<file path="config.mk">
export PLATFORM = sky130hd
export DESIGN_NAME = cmd_frame_rx
export DESIGN_NICKNAME = d
export VERILOG_FILES = /design/src/rtl/cmdrx_pkg.sv /design/src/rtl/cmdrx_seq.sv /design/src/rtl/cmdrx_payload.sv /design/src/rtl/cmdrx_errcnt.sv /design/src/rtl/cmd_frame_rx.sv
export SDC_FILE = /design/constraint.sdc
export NUM_CORES = 1
export LEC_CHECK = 0
export CORE_ASPECT_RATIO = 0.8
export CORE_MARGIN = 1
export CORE_UTILIZATION = 56
export DETAILED_ROUTE_END_ITERATION = 8
export GPL_ROUTABILITY_DRIVEN = 1
export GPL_TIMING_DRIVEN = 1
export PLACE_DENSITY = 0.8
export SLEW_MARGIN = 20
export SYNTH_ARGS = -nofsm -noshare
export SYNTH_HDL_FRONTEND = slang
export SYNTH_SLANG_ARGS = --single-unit
</file>
<file path="constraint.sdc">
create_clock -name clk -period 5 [get_ports clk]
set_clock_uncertainty 0.2 [all_clocks]
set_input_delay 1.25 -clock clk [delete_from_list [all_inputs] [get_ports clk]]
set_output_delay 1.25 -clock clk [all_outputs]
set_load 0.02 [all_outputs]
</file>
<file path="src/rtl/cmdrx_pkg.sv">
package cmdrx_pkg;

  localparam int OPC_W = 4;

  localparam logic [OPC_W-1:0] OPC_START = 4'b1100;
  localparam logic [OPC_W-1:0] OPC_STOP  = 4'b1010;
  localparam logic [OPC_W-1:0] OPC_RESET = 4'b1001;

  typedef enum logic [1:0] {
    SEQ_IDLE,
    SEQ_OPC,
    SEQ_BODY
  } seq_state_t;

  typedef enum logic [1:0] {
    CMD_BAD,
    CMD_START,
    CMD_STOP,
    CMD_RESET
  } cmd_kind_t;

  function automatic cmd_kind_t decode_opc(input logic [OPC_W-1:0] code);
    cmd_kind_t k;
    case (code)
      OPC_START: k = CMD_START;
      OPC_STOP:  k = CMD_STOP;
      OPC_RESET: k = CMD_RESET;
      default:   k = CMD_BAD;
    endcase
    return k;
  endfunction

endpackage

</file>
<file path="src/rtl/cmdrx_seq.sv">
module cmdrx_seq
  import cmdrx_pkg::*;
#(
  parameter int PAY_W = 48
) (
  input  logic clk,
  input  logic rst_n,
  input  logic bit_i,
  output logic body_en,
  output logic body_last,
  output logic hit_stop,
  output logic hit_reset,
  output logic hit_bad
);

  localparam int CNT_W = $clog2(PAY_W + 1);

  seq_state_t         state_q, state_d;
  logic [CNT_W-1:0]   cnt_q, cnt_d;
  logic [OPC_W-2:0]   op_q, op_d;
  logic [OPC_W-1:0]   opc_full;
  logic               adv;

  assign opc_full = {op_q, bit_i};
  assign adv      = (state_q != SEQ_IDLE) || bit_i;

  always_comb begin
    state_d   = state_q;
    cnt_d     = cnt_q;
    op_d      = {op_q[OPC_W-3:0], bit_i};
    body_en   = 1'b0;
    body_last = 1'b0;
    hit_stop  = 1'b0;
    hit_reset = 1'b0;
    hit_bad   = 1'b0;
    case (state_q)
      SEQ_IDLE: begin
        if (bit_i) begin
          state_d = SEQ_OPC;
          cnt_d   = CNT_W'(1);
        end
      end
      SEQ_OPC: begin
        cnt_d = cnt_q + CNT_W'(1);
        if (cnt_q == CNT_W'(OPC_W - 1)) begin
          state_d = SEQ_IDLE;
          case (decode_opc(opc_full))
            CMD_START: begin
              state_d = SEQ_BODY;
              cnt_d   = '0;
            end
            CMD_STOP:  hit_stop  = 1'b1;
            CMD_RESET: hit_reset = 1'b1;
            default:   hit_bad   = 1'b1;
          endcase
        end
      end
      SEQ_BODY: begin
        body_en = 1'b1;
        cnt_d   = cnt_q + CNT_W'(1);
        if (cnt_q == CNT_W'(PAY_W - 1)) begin
          body_last = 1'b1;
          state_d   = SEQ_IDLE;
        end
      end
      default: state_d = SEQ_IDLE;
    endcase
  end

  always_ff @(posedge clk or negedge rst_n) begin
    if (!rst_n) begin
      state_q <= SEQ_IDLE;
      cnt_q   <= '0;
      op_q    <= '0;
    end else if (adv) begin
      state_q <= state_d;
      cnt_q   <= cnt_d;
      op_q    <= op_d;
    end
  end

endmodule

</file>
<file path="src/rtl/cmdrx_payload.sv">
module cmdrx_payload #(
  parameter int ID_W  = 32,
  parameter int PAT_W = 8,
  parameter int CS_W  = 8
) (
  input  logic             clk,
  input  logic             rst_n,
  input  logic             bit_i,
  input  logic             body_en,
  input  logic             body_last,
  output logic [ID_W-1:0]  train_id,
  output logic [PAT_W-1:0] pattern_id,
  output logic             start_stb,
  output logic             csum_err_stb
);

  localparam int PAY_W  = ID_W + PAT_W + CS_W;
  localparam int NCHUNK = (ID_W + PAT_W) / CS_W;

  logic [PAY_W-2:0]            sr_q, sr_d;
  logic [PAY_W-1:0]            frame;
  logic [NCHUNK:0][CS_W-1:0]   fold;
  logic                        sum_ok;
  logic                        load;
  logic [ID_W-1:0]             id_d;
  logic [PAT_W-1:0]            pat_d;
  logic                        start_d, cerr_d;

  assign frame   = {sr_q, bit_i};
  assign fold[0] = '0;

  for (genvar i = 0; i < NCHUNK; i++) begin : g_fold
    assign fold[i+1] = fold[i] ^ frame[CS_W + i*CS_W +: CS_W];
  end

  assign sum_ok = (fold[NCHUNK] == frame[CS_W-1:0]);
  assign load   = body_last && sum_ok;

  always_comb begin
    sr_d    = {sr_q[PAY_W-3:0], bit_i};
    id_d    = frame[PAY_W-1 -: ID_W];
    pat_d   = frame[CS_W +: PAT_W];
    start_d = load;
    cerr_d  = body_last && !sum_ok;
  end

  always_ff @(posedge clk or negedge rst_n) begin
    if (!rst_n) begin
      sr_q <= '0;
    end else if (body_en) begin
      sr_q <= sr_d;
    end
  end

  always_ff @(posedge clk or negedge rst_n) begin
    if (!rst_n) begin
      train_id   <= '0;
      pattern_id <= '0;
    end else if (load) begin
      train_id   <= id_d;
      pattern_id <= pat_d;
    end
  end

  always_ff @(posedge clk or negedge rst_n) begin
    if (!rst_n) begin
      start_stb    <= 1'b0;
      csum_err_stb <= 1'b0;
    end else begin
      start_stb    <= start_d;
      csum_err_stb <= cerr_d;
    end
  end

endmodule

</file>
<file path="src/rtl/cmdrx_errcnt.sv">
module cmdrx_errcnt #(
  parameter int W = 8
) (
  input  logic         clk,
  input  logic         rst_n,
  input  logic         inc,
  input  logic         clr,
  output logic [W-1:0] count
);

  localparam logic [W-1:0] MAXV = {W{1'b1}};

  logic [W-1:0] count_d;
  logic         en;

  assign en = inc || clr;

  always_comb begin
    if (clr) begin
      count_d = '0;
    end else if (count != MAXV) begin
      count_d = count + W'(1);
    end else begin
      count_d = count;
    end
  end

  always_ff @(posedge clk or negedge rst_n) begin
    if (!rst_n) begin
      count <= '0;
    end else if (en) begin
      count <= count_d;
    end
  end

endmodule

</file>
<file path="src/rtl/cmd_frame_rx.sv">
module cmd_frame_rx #(
  parameter int ID_W  = 32,
  parameter int PAT_W = 8,
  parameter int CS_W  = 8,
  parameter int ERR_W = 8
) (
  input  logic             clk,
  input  logic             rst_n,
  input  logic             line_i,
  input  logic             err_clr_i,
  output logic             start_o,
  output logic             stop_o,
  output logic             reset_o,
  output logic [ID_W-1:0]  train_id_o,
  output logic [PAT_W-1:0] pattern_id_o,
  output logic             csum_err_o,
  output logic             opcode_err_o,
  output logic [ERR_W-1:0] err_count_o
);

  localparam int PAY_W = ID_W + PAT_W + CS_W;

  logic [1:0] rst_pipe_q;
  logic       rst_int_n;
  logic       body_en, body_last;
  logic       hit_stop, hit_reset, hit_bad;
  logic       stop_q, reset_q, bad_q;

  always_ff @(posedge clk or negedge rst_n) begin
    if (!rst_n) begin
      rst_pipe_q <= '0;
    end else begin
      rst_pipe_q <= {rst_pipe_q[0], 1'b1};
    end
  end

  assign rst_int_n = rst_pipe_q[1];

  cmdrx_seq #(
    .PAY_W (PAY_W)
  ) u_seq (
    .clk       (clk),
    .rst_n     (rst_int_n),
    .bit_i     (line_i),
    .body_en   (body_en),
    .body_last (body_last),
    .hit_stop  (hit_stop),
    .hit_reset (hit_reset),
    .hit_bad   (hit_bad)
  );

  cmdrx_payload #(
    .ID_W  (ID_W),
    .PAT_W (PAT_W),
    .CS_W  (CS_W)
  ) u_payload (
    .clk          (clk),
    .rst_n        (rst_int_n),
    .bit_i        (line_i),
    .body_en      (body_en),
    .body_last    (body_last),
    .train_id     (train_id_o),
    .pattern_id   (pattern_id_o),
    .start_stb    (start_o),
    .csum_err_stb (csum_err_o)
  );

  always_ff @(posedge clk or negedge rst_int_n) begin
    if (!rst_int_n) begin
      stop_q  <= 1'b0;
      reset_q <= 1'b0;
      bad_q   <= 1'b0;
    end else begin
      stop_q  <= hit_stop;
      reset_q <= hit_reset;
      bad_q   <= hit_bad;
    end
  end

  assign stop_o       = stop_q;
  assign reset_o      = reset_q;
  assign opcode_err_o = bad_q;

  cmdrx_errcnt #(
    .W (ERR_W)
  ) u_errcnt (
    .clk   (clk),
    .rst_n (rst_int_n),
    .inc   (csum_err_o || opcode_err_o),
    .clr   (err_clr_i),
    .count (err_count_o)
  );

endmodule

</file>
; ---- Word level (Yosys, flattened, before mapping)
; Cells that the tools add are included.
[word_totals]
word_cells = 74
output_inout_bits = 53
mem_count = 0
rom_bits = 0
mem_bits_rw = 0
latch_bits = 0
register_bits = 113
[classes]
magnitude_cmp = 0
mux = 26
n_div = 0
n_shift = 0
addsub = 2
n_eq_ne = 15
n_reduce_logical = 14
n_mul = 0
bitwise = 4
[op_table]
columns = cell, n
row1 = 8-bit XOR, 4
row2 = 6-bit two-way mux, 3
row3 = 6-bit one-hot mux with 3 select lines, 1
row4 = 8-bit two-way mux, 2
row5 = "4-bit == test, second input constant", 3
row6 = 1-bit two-way mux, 12
row7 = 2-bit two-way mux, 6
row8 = 2-bit one-hot mux with 3 select lines, 2
row9 = "8-bit by 1-bit adder with 8-bit output, second input constant", 1
row10 = 8-bit == test, 1
row11 = "8-bit inequality test, second input constant", 1
row12 = "6-bit by 1-bit adder with 6-bit output, second input constant", 1
row13 = "2-bit == test, second input constant", 3
row14 = "6-bit by 2-bit == test with 1-bit output, second input constant", 1
row15 = "6-bit == test, second input constant", 1
row16 = "2-bit by 1-bit == test with 1-bit output, second input constant", 2
row17 = "2-bit by 1-bit inequality test with 1-bit output, second input constant", 2
row18 = 4-bit AND reduction, 1
row19 = 2-bit nonzero test, 2
row20 = 1-bit logical OR, 3
row21 = 3-bit AND reduction, 1
row22 = 3-bit nonzero test, 1
row23 = 3-bit OR reduction, 1
row24 = 1-bit logical AND, 2
row25 = other kinds (4), 4

; ---- Logic depth before layout (Yosys ltp)
; Gate-level depths: netlist (run 1).
[logic_depth]
depth_word = 9
mapped_depth = 7
depth_no_buf = 7

; ---- Modules after synthesis
; A second synthesis (run 1) with hierarchy kept.
[unflattened]
cells_unflattened = 348
hier_area_um2 = 5202.5
[by_module_without_submodules]
columns = module, cells_per_inst, area_per_inst_um2, n_inst, seq_area_each_um2
row1 = cmdrx_payload, 222, 3853.7, 1, 2227.1
row2 = cmdrx_seq, 72, 757.0, 1, 275.3
row3 = cmdrx_errcnt, 47, 456.7, 1, 200.2
row4 = cmd_frame_rx, 7, 135.1, 1, 125.1

; ---- Worst setup path after synthesis (run 1)
; OpenSTA, ideal clock, no wires.
[synth_timing]
path_kind = input to register
startpoint = in line_i
endpoint = reg u_payload.train_id[0]
t_required_ns = 4.675
slack_ns = 2.119
t_arrival_ns = 2.556
setup_ns = 0.125
path_stages = 6
path_buffers = 1
cell_sequence = xnor2_1 -> xnor3_1 -> nand4_1 -> nor3_4 -> buf_6 -> mux2_2
[synth_via]
elab_chain_cells = 2
[synth_lines]
columns = item, line_no
row1 = start: declaration, cmd_frame_rx.sv:9  ; input logic line_i,
row2 = 8-bit == test, cmdrx_payload.sv:36  ; assign sum_ok = (fold[NCHUNK] == frame[CS_W-1:0]);
row3 = 1-bit logical AND, cmdrx_payload.sv:37  ; assign load = body_last && sum_ok;
row4 = end signal: assignment, cmdrx_payload.sv:60  ; train_id <= id_d;
row5 = end: declaration, cmdrx_payload.sv:11  ; output logic [ID_W-1:0] train_id,
; Every way passes these cells.
; A chain may end at the register's enable or synchronous reset.

; ---- Worst setup path after layout (run 1)
[layout_timing]
startpoint = in line_i
endpoint = reg u_payload.train_id[30]
; Same word-level chain as after synthesis.

==> results.py, run 1 <==
metrics = {
    "placement": {
        "gp_congestion": 0.838,
        "io_buffer_count": 56,
        "dp_hpwl_um": 5970,
        "place_ws_ps": 1210,
    },
    "final_layout": {
        "area_delta_synth_final_pct": 27.0,
        "fill_cells": 564,
        "num_antenna_cells": 0,
        "fin_nets": 425,
        "final_layout_size_suffix_gt1_share_pct": 29.4,
    },
    "grt": {
        "overflow": 0,
        "grt_pass1_vias": 2907,
        "grt_pass1_wl_um": 15300,
        "antenna_found_initial": 0,
        "groute.usage.overall_pct": 22.4,
        "grt_max_degree": 78,
    },
    "worst_setup_path": {
        "cp.arrival_ps": 3500,
        "worst_ep_required_time_ps": 5180,
        "critPathCaptureType": "register",
        "rrSetupSlack_ps": 2530,
        "critical_path_class": "primary input to register",
        "critPathLaunchType": "primary input",
        "critPathMaxFanout": 21,
    },
    "synth": {
        "synth-simple-area-share_pct": 6.28,
        "yosysTopAreaCell": "dfrtp_1",
        "ys_top_cells_by_count": "113 x dfrtp_1, 87 x mux2_2, 19 x nand2_1",
        "syn_nets": 358,
        "synth_area_leaders": "dfrtp_1 57%, mux2_2 20%, xnor3_1 3.7%, xnor2_1 3.2%, xor2_1 2.3%",
        "synthXorXnorAreaFrac_pct": 9.17,
        "synth_area_um2": 4920,
        "yosysSeqAreaShare_pct": 57.4,
        "synth-compound-area-share_pct": 3.56,
        "postSynthAreaPerCell_um2": 14.1,
        "ys_seq_elements": 113,
        "ys_warn_count": 0,
        "synth_top_family_by_area": "multiplexers",
        "synth_cell_types": 38,
        "async_flop_share_pct": 100,
        "synth_edf_count": 0,
        "muxShareOfSynthArea_pct": 20.3,
        "synth.most_common_cell": "dfrtp_1",
        "yosys.area.top_type_share_pct": 57.4,
        "synth_fa_ha_area_share_pct": 1.27,
        "syn_inst": 349,
        "synthFlopType": "dfrtp_1",
    },
    "routing": {
        "drc": 0,
        "route.vias.total": 2942,
        "antenna_left": 0,
        "wl_um": 9250,
        "vias_per_cell": 5.44,
        "wl_per_cell_um": 17.1,
        "drtPass1Iterations": 4,
        "drt_iter0_drc": 117,
    },
    "sta": {
        "final-setup-viol-count": 0,
        "worstMarginPinSlew_ps": 962,
        "relSlewSlack_pct": 35.9,
        "maxSlewViolCount": 0,
        "rsz0062_at_grt": "false",
        "fin_ws_ps": 1680,
        "min_period_over_period_pct": 66.3,
        "setup_tns_ps": 0,
        "fmax_mhz": 302,
        "min_period_ps": 3320,
        "hold_viol": 0,
    },
    "floorplanning": {
        "die_h_um": 85.9,
        "num_rows": 30,
        "start_util_pct": 57.8,
        "boundaryPins": 57,
        "core_um2": 8520,
        "die_w_um": 107,
        "dieArea_um2": 9170,
    },
    "clocking": {
        "post-cts-setup-buffer-count": 0,
        "root_buffer": "clkbuf_8",
        "numClockSinks": 113,
        "cts_tree": "built",
        "htreeDepth": 4,
        "clkTransAtPathRegs_ps": 60,
        "cts_max_path_buffers": 2,
        "insertion_delay_ps": 510,
        "ctsHoldBuffers": 0,
        "cts_resized": 0,
        "cts_buffers": 17,
    },
    "run_status": {
        "status": "completed",
    },
    "run": {
        "cap_violations": 0,
    },
    "power": {
        "total_power_uw": 2550,
        "vdd_ir_drop_max_v": 0.000235,
        "p_leak_uw": 0.00306,
        "power_density_nw_per_um2": 408,
    },
    "worst_hold_path": {
        "hold_path_class": "register to register",
    },
}
## cells by family (layout without fill, tap and decap cells)
logic type / Yosys count / in the layout
buf+inv: 17 / 97
fa+ha+maj: 5 / 5
other cells: 1 / 1
flops: 113 / 113
simple gates: 59 / 59
compound gates: 26 / 26
xor+xnor: 39 / 39
mux: 89 / 89
## metrics by stage
step	util, %	hold WS (ps)	instances	area [µm²]
CTS	73.4	157	541	6250
detailed placement	65.6	143	509	5590
floorplan	-	131	349	4920
global route	73.4	175	541	6250
finish	73.4	155	541	6250
global placement	65.6	140	509	5590
## critical path, stage by stage
cell	delay, ps
clkdlybuf4s50_1	720
xnor2_1	170
xnor3_1	290
nand4_1	160
nor3_4	200
buf_4	320
mux2_2	380
## registers in the layout, indices dropped and copies added (netlist names)
register and flops:
opcode_err_o 1, reset_o 1, rst_pipe_q 2, stop_o 1, u_errcnt.count 8, u_payload.csum_err_stb 1
u_payload.pattern_id 8, u_payload.sr_q 47, u_payload.start_stb 1, u_payload.train_id 32, u_seq.cnt_q 6, u_seq.op_q 3
u_seq.state_q 2
## power breakdown
| part | total, µW | internal [µW] | switching, µW |
|---|---|---|---|
| sequential | 994 | 948 | 46.3 |
| clock | 1340 | 926 | 414 |
| combinational | 213 | 93.6 | 119 |
| total | 2550 | 1970 | 579 |
## worst paths after layout
check / to / startpoint / cells past startpoint
worst max register to register: u_payload.train_id[30] / u_payload.sr_q[19] / 6
min in group asynchronous: u_seq.cnt_q[0] / rst_pipe_q[1] / 0
worst min-delay path: rst_pipe_q[1] / rst_pipe_q[0] / 0
max in group asynchronous: u_payload.sr_q[0] / rst_pipe_q[1] / 1
worst min register to register: rst_pipe_q[1] / rst_pipe_q[0] / 0
worst max-delay path: u_payload.train_id[30] / line_i / 7
## metal layers
| metal | GRT usage [%] | wire length, µm | up-vias |
|---|---|---|---|
| li1 | - | - | 1372 |
| met1 | 32.2 | 4540 | 1497 |
| met2 | 32.8 | 4300 | 59 |
| met3 | 5.02 | 263 | 14 |
| met4 | 9.96 | 147 | 0 |
| met5 | 0 | 0 | - |
## layout by cell type, fill, tap and decap left out, drive strengths merged, types with 2 or more instances in the layout
cell type,n
nand3,5
nor3b,2
nand2,19
mux2,87
clkbuf,20
xnor2,18
ha,5
xor2,13
dfrtp,113
nand2b,2
clkinv,3
or2,2
and3,3
inv,6
mux2i,2
clkdlybuf4s50,56
nand4,5
bufinv,6
o211ai,3
clkinvlp,2
nor2,11
nor3,2
xnor3,8
o21ai,4
or3,5
buf,4
a21oi,6
a21o,6
## area by class of cell
| type | count | area (µm²) | area share [%] |
|---|---|---|---|
| inverter | 5 | 18.8 | 0.300 |
| clock buffer | 20 | 435 | 6.97 |
| multi-input combinational | 219 | 2000 | 32.1 |
| tap | 112 | 140 | 2.24 |
| sequential | 113 | 2830 | 45.3 |
| timing repair buffer | 60 | 591 | 9.45 |
| clock inverter | 12 | 230 | 3.68 |
(Power assumes the default switching activity.)
==> run 2, diff against run 1 <==
--- a/config.mk
+++ b/config.mk
@@ -7,11 +7,11 @@
 export LEC_CHECK = 0
 export CORE_ASPECT_RATIO = 0.8
 export CORE_MARGIN = 1
-export CORE_UTILIZATION = 56
+export CORE_UTILIZATION = 50
 export DETAILED_ROUTE_END_ITERATION = 8
 export GPL_ROUTABILITY_DRIVEN = 1
 export GPL_TIMING_DRIVEN = 1
-export PLACE_DENSITY = 0.8
+export PLACE_DENSITY = 0.75
 export SLEW_MARGIN = 20
 export SYNTH_ARGS = -nofsm -noshare
 export SYNTH_HDL_FRONTEND = slang
==> constraint.sdc (replaced) <==
create_clock -name clk -period 3 [get_ports clk]
set_clock_uncertainty 0.2 [all_clocks]
set_input_delay 0.75 -clock clk [delete_from_list [all_inputs] [get_ports clk]]
set_output_delay 0.75 -clock clk [all_outputs]
set_load 0.02 [all_outputs]
==> results.py, run 2 (synthesized netlist as in run 1, its figures left out) <==
metrics = {
    "sta": {
        "relSlewSlack_pct": 57.8,
        "setup_tns_ps": 0,
        "min_period_over_period_pct": 85.4,
        "maxSlewViolCount": 0,
        "hold_viol": 0,
        "worstMarginPinSlew_ps": 633,
        "min_period_ps": 2560,
        "rsz0062_at_grt": "false",
        "fmax_mhz": 390,
        "final-setup-viol-count": 0,
    },
    "power": {
        "p_leak_uw": 0.00303,
        "vdd_ir_drop_max_v": 0.000290,
        "power_density_nw_per_um2": 624,
    },
    "clocking": {
        "cts_max_path_buffers": 2,
        "cts_tree": "built",
        "ctsHoldBuffers": 1,
        "post-cts-setup-buffer-count": 0,
        "cts_resized": 0,
        "numClockSinks": 113,
        "clkTransAtPathRegs_ps": 50,
        "cts_buffers": 17,
        "insertion_delay_ps": 400,
        "htreeDepth": 4,
        "root_buffer": "clkbuf_16",
    },
    "routing": {
        "wl_um": 9270,
        "drtPass1Iterations": 4,
        "antenna_left": 0,
        "drt_iter0_drc": 117,
        "route.vias.total": 2950,
        "drc": 0,
        "vias_per_cell": 5.39,
        "wl_per_cell_um": 16.9,
    },
    "final_layout": {
        "final_cells": 547,
        "final_layout_size_suffix_gt1_share_pct": 29.9,
        "largest_register_ffs": 47,
        "fin_nets": 429,
        "num_antenna_cells": 0,
        "layout_common_cells": "112 x dfrtp_1, 87 x mux2_2, 56 x clkdlybuf4s50_1",
        "largest_registers": "u_payload.sr_q x47, u_payload.train_id x32",
        "seqCellArea_um2": 2830,
        "final_common_cell": "dfrtp_1",
        "largest-register": "u_payload.sr_q",
        "postLayoutCoreUtil_pct": 66.5,
        "fill_cells": 663,
        "multi_input_area_um2": 2000,
        "area_delta_synth_final_pct": 25.8,
    },
    "grt": {
        "antenna_found_initial": 0,
        "grt_pass1_vias": 2888,
        "overflow": 0,
        "grt_pass1_wl_um": 15400,
        "groute.usage.overall_pct": 19.9,
        "grt_max_degree": 102,
    },
    "floorplanning": {
        "boundaryPins": 57,
        "num_rows": 31,
        "die_w_um": 113,
        "dieArea_um2": 10300,
        "core_um2": 9310,
        "die_h_um": 90.8,
        "start_util_pct": 52.9,
    },
    "worst_setup_path": {
        "critical_path_class": "primary input to register",
        "critPathMaxFanout": 10,
        "cp.arrival_ps": 2650,
        "critPathLaunchType": "primary input",
        "worst_ep_required_time_ps": 3080,
        "critPathCaptureType": "register",
    },
    "run": {
        "cap_violations": 0,
    },
    "run_status": {
        "status": "completed",
    },
    "placement": {
        "io_buffer_count": 56,
        "place_inst": 515,
        "gp_congestion": 0.812,
        "dp_hpwl_um": 6090,
    },
    "worst_hold_path": {
        "hold_path_class": "register to register",
    },
}
-- run 2: cell count changes in the layout (fill, tap and decap cells not counted), sizes merged --
cell,previous run,this run
inv,6,5
clkinv,3,6
buf,4,7
bufinv,6,1
dlygate4sd3,0,1
clkinvlp,2,4
-- run 2: final timing paths --
| kind | startpoint | endpoint | slack (ps) | cells after the start |
|---|---|---|---|---|
| setup / recovery | line_i | u_payload.train_id[14] | 440 | 7 |
| hold / removal | rst_pipe_q[0] | rst_pipe_q[1] | 150 | 0 |
| setup reg to reg | u_payload.sr_q[40] | u_payload.train_id[14] | 580 | 6 |
| hold reg to reg | rst_pipe_q[0] | rst_pipe_q[1] | 150 | 0 |
| max in group asynchronous | rst_pipe_q[1] | u_payload.train_id[10] | 1690 | 1 |
| min in group asynchronous | rst_pipe_q[1] | u_payload.train_id[4] | 190 | 1 |
-- run 2: critical path, cell delays in order --
cell	delay, ps
clkdlybuf4s50_1	440
xnor2_1	230
xnor3_1	240
nand4_1	150
nor3_4	230
buf_4	240
mux2_2	360
-- run 2: metrics by stage --
stage	worst slack [ps]	area [µm²]	hold slack [ps]	power (µW)
floorplan	619	4920	131	1940
global placement	78.7	5640	-46.0	2030
detailed placement	14.2	5640	-39.5	2050
CTS	437	6190	157	3890
global route	335	6190	165	4020
finish	437	6190	154	3870
-- run 2: report_power, final --
group          switching, µW  total [µW]  leakage [µW]  internal, µW
combinational            223         392       0.00121           169
clock                    671        1840      0.000263          1160
sequential              57.3        1640       0.00156          1580
-- run 2: metal layers --
metal | GRT usage [%] | vias to the layer above | routed length (µm)
met4 | 6.91 | 0 | 115
met2 | 28.4 | 66 | 4200
met3 | 5.97 | 13 | 350
met1 | 29.0 | 1495 | 4610
met5 | 0 | - | 0
li1 | - | 1376 | -
-- run 2: cell type report --
| cell class | count | area share [%] |
|---|---|---|
| clock buffer | 20 | 7.37 |
| clock inverter | 11 | 1.45 |
| inverter | 5 | 0.303 |
| multi-input combinational | 219 | 32.4 |
| sequential | 113 | 45.7 |
| tap | 115 | 2.32 |
| timing repair buffer | 64 | 10.5 |
==> run 3, diff against run 2 <==
--- a/config.mk
+++ b/config.mk
@@ -5,14 +5,16 @@
 export SDC_FILE = /design/constraint.sdc
 export NUM_CORES = 1
 export LEC_CHECK = 0
+export ABC_CLOCK_PERIOD_IN_PS = 3000
 export CORE_ASPECT_RATIO = 0.8
 export CORE_MARGIN = 1
-export CORE_UTILIZATION = 50
+export CORE_UTILIZATION = 51
 export DETAILED_ROUTE_END_ITERATION = 8
 export GPL_ROUTABILITY_DRIVEN = 1
-export GPL_TIMING_DRIVEN = 1
-export PLACE_DENSITY = 0.75
+export GPL_TIMING_DRIVEN = 0
+export PLACE_DENSITY = 0.76
 export SLEW_MARGIN = 20
 export SYNTH_ARGS = -nofsm -noshare
 export SYNTH_HDL_FRONTEND = slang
+export SYNTH_HIERARCHICAL = 1
 export SYNTH_SLANG_ARGS = --single-unit
==> results.py, run 3 <==
metrics = {
    "run_status": {
        "status": "complete, but fails checks",
        "violations": "negative hold slack",
    },
    "floorplanning": {
        "boundaryPins": 57,
        "die_h_um": 92.3,
        "start_util_pct": 53.3,
        "num_rows": 32,
        "core_um2": 9770,
        "die_w_um": 115,
        "dieArea_um2": 10600,
    },
    "power": {
        "vdd_ir_drop_max_v": 0.000648,
        "power_density_nw_per_um2": 649,
        "p_leak_uw": 0.00314,
    },
    "worst_setup_path": {
        "crit_slowest_cell": "dlygate4sd2_1",
        "max_stage_delay_ps": 440,
        "critPathCaptureType": "register",
        "r2r_cells": 6,
        "crit_chain": "dlygate4sd2_1 -> xnor2_1 -> xnor3_1 -> nor4_2 -> nand3_2 -> buf_6 -> mux2_4",
        "critPathMaxFanout": 10,
        "rrSetupSlack_ps": 390,
        "cp.arrival_ps": 2890,
        "critical_path_class": "primary input to register",
        "r2r-start": "u_payload/sr_q[21]",
        "worst_ep_required_time_ps": 3080,
        "critPathLaunchType": "primary input",
        "reg2reg_to": "u_payload/train_id[24]",
    },
    "worst_hold_path": {
        "hold_path_class": "register to async pin",
    },
    "synth": {
        "synth.most_common_cell": "dfrtp_1",
        "postSynthAreaPerCell_um2": 14.9,
        "yosysSeqAreaShare_pct": 54.4,
        "synthFlopType": "dfrtp_1",
        "async_flop_share_pct": 100,
        "yosysTopAreaCell": "dfrtp_1",
        "syn_nets": 358,
        "synth_edf_count": 0,
        "synth_cell_types": 49,
        "yosys.area.top_type_share_pct": 54.4,
        "syn_inst": 348,
        "ys_top_cells_by_count": "113 x dfrtp_1, 51 x mux2_2, 39 x mux2_4",
        "synth_area_um2": 5200,
        "synth_area_leaders": "dfrtp_1 54%, mux2_4 11%, mux2_2 11%, xnor2_1 4.7%, xnor3_1 3.5%",
        "ys_warn_count": 6,
        "ys_seq_elements": 113,
    },
    "routing": {
        "wl_per_cell_um": 16.8,
        "drt_iter0_drc": 160,
        "antenna_left": 0,
        "drc": 0,
        "vias_per_cell": 5.20,
        "drtPass1Iterations": 4,
        "wl_um": 9650,
        "route.vias.total": 2982,
    },
    "clocking": {
        "cts_tree": "built",
        "htreeDepth": 4,
        "numClockSinks": 113,
        "clkTransAtPathRegs_ps": 50,
        "root_buffer": "clkbuf_16",
        "insertion_delay_ps": 400,
        "cts_buffers": 17,
        "cts_max_path_buffers": 2,
        "ctsHoldBuffers": 0,
        "post-cts-setup-buffer-count": 0,
    },
    "final_layout": {
        "largest_register_ffs": 47,
        "final_common_cell": "dfrtp_1",
        "final_layout_size_suffix_gt1_share_pct": 32.3,
        "largest_registers": "u_payload/sr_q x47, u_payload/train_id x32",
        "largest-register": "u_payload/sr_q",
        "layout_common_cells": "112 x dfrtp_1, 54 x clkdlybuf4s50_1, 51 x mux2_2",
        "multi_input_area_um2": 2260,
        "num_antenna_cells": 0,
        "seqCellArea_um2": 2830,
        "final_cells": 573,
        "fill_cells": 695,
        "area_delta_synth_final_pct": 26.3,
        "fin_nets": 434,
    },
    "sta": {
        "fin_ws_ps": 194,
        "rsz0062_at_grt": "false",
        "min_period_over_period_pct": 93.5,
        "final-setup-viol-count": 0,
        "maxSlewViolCount": 0,
        "hold_ws_ps": -4.07,
        "min_period_ps": 2810,
        "fmax_mhz": 356,
        "hold_viol": 3,
        "worstMarginPinSlew_ps": 578,
        "relSlewSlack_pct": 61.5,
    },
    "run": {
        "cap_violations": 0,
    },
    "grt": {
        "antenna_found_initial": 0,
        "grt_pass1_vias": 2993,
        "groute.usage.overall_pct": 20.6,
        "overflow": 0,
        "grt_pass1_wl_um": 16100,
        "grt_max_degree": 53,
    },
    "placement": {
        "place_inst": 541,
        "dp_hpwl_um": 6440,
        "io_buffer_count": 55,
        "gp_congestion": 0.838,
        "place_ws_ps": -484,
    },
}
==> run 3: how the worst max path moves through the flow <==
| stage | start | to | slack [ps] | cells after the start |
|---|---|---|---|---|
| 6_report | line_i | u_payload/train_id[24] | 190 | 7 |
| 5_1_grt | line_i | u_payload/train_id[19] | 70 | 7 |
| 4_1_cts | line_i | u_payload/train_id[19] | 200 | 7 |
| 3_5_place_dp | line_i | u_payload/train_id[26] | -480 | 7 |
| 3_3_place_gp | line_i | u_payload/train_id[25] | -470 | 7 |
| 2_1_floorplan | line_i | u_payload/pattern_id[0] | 450 | 6 |
==> run 3: routing by layer <==
layer	vias to the layer above	GRT usage [%]	share of wire (%)	wire [µm]
met5	-	0	0	0
met4	0	6.49	0.76	73
met3	7	6.41	3.9	373
met2	68	30.1	47	4510
met1	1505	29.4	49	4690
li1	1402	-	-	-
==> run 3: cell type report <==
| type | instances | area share, % |
|---|---|---|
| well taps | 136 | 2.59 |
| clock buffers | 22 | 7.37 |
| multi-input cells | 216 | 34.4 |
| flip-flops and latches | 113 | 43.1 |
| plain buffers | 12 | 1.37 |
| inverters | 7 | 0.400 |
| repair buffers | 57 | 9.19 |
| clock inverters | 10 | 1.64 |
==> run 3: worst max-delay path, delay by kind of cell <==
family	cells	cell delay, ps
buffers and inverters	2	670
XOR/XNOR	2	590
multiplexers	1	310
AND/OR/NAND/NOR	2	550
==> run 3: logic make-up (layout without fill, tap and decap cells) <==
logic type               Yosys count  count (layout)  synth area share [%]
buffers and inverters             19             108                  2.24
AND/OR/NAND/NOR                   53              53                  7.09
adder cells (fa/ha/maj)            6               6                  1.44
multiplexers                      94              94                  23.1
flip-flops                       113             113                  54.4
XOR/XNOR                          37              37                  8.35
other                              1               1                0.0721
AO/OA/AOI/OAI                     25              25                  3.34
==> run 3: report_power, final <==
group | switching [µW] | leakage [µW] | internal, µW
Sequential | 105 | 0.00154 | 1630
Clock | 662 | 0.000288 | 1300
Combinational | 260 | 0.00131 | 310
Total | 1030 | 0.00314 | 3240
==> run 3: timing repair <==
action,4_1_cts,5_1_grt
endpoints found under the hold margin,0,0
gates resized for setup,1,0
setup endpoints to repair,39,0
==> run 3: per-stage QoR <==
| stage | instance area, µm² | utilization [%] | total power (µW) | TNS [ps] |
|---|---|---|---|---|
| 2_1_floorplan | 5200 | - | 2190 | 0 |
| 3_3_place_gp | 5920 | 60.6 | 2290 | -18330 |
| 3_5_place_dp | 5980 | 61.2 | 2320 | -19000 |
| 4_1_cts | 6570 | 67.3 | 4310 | 0 |
| 5_1_grt | 6570 | 67.3 | 4450 | 0 |
| 6_report | 6570 | 67.3 | 4260 | 0 |
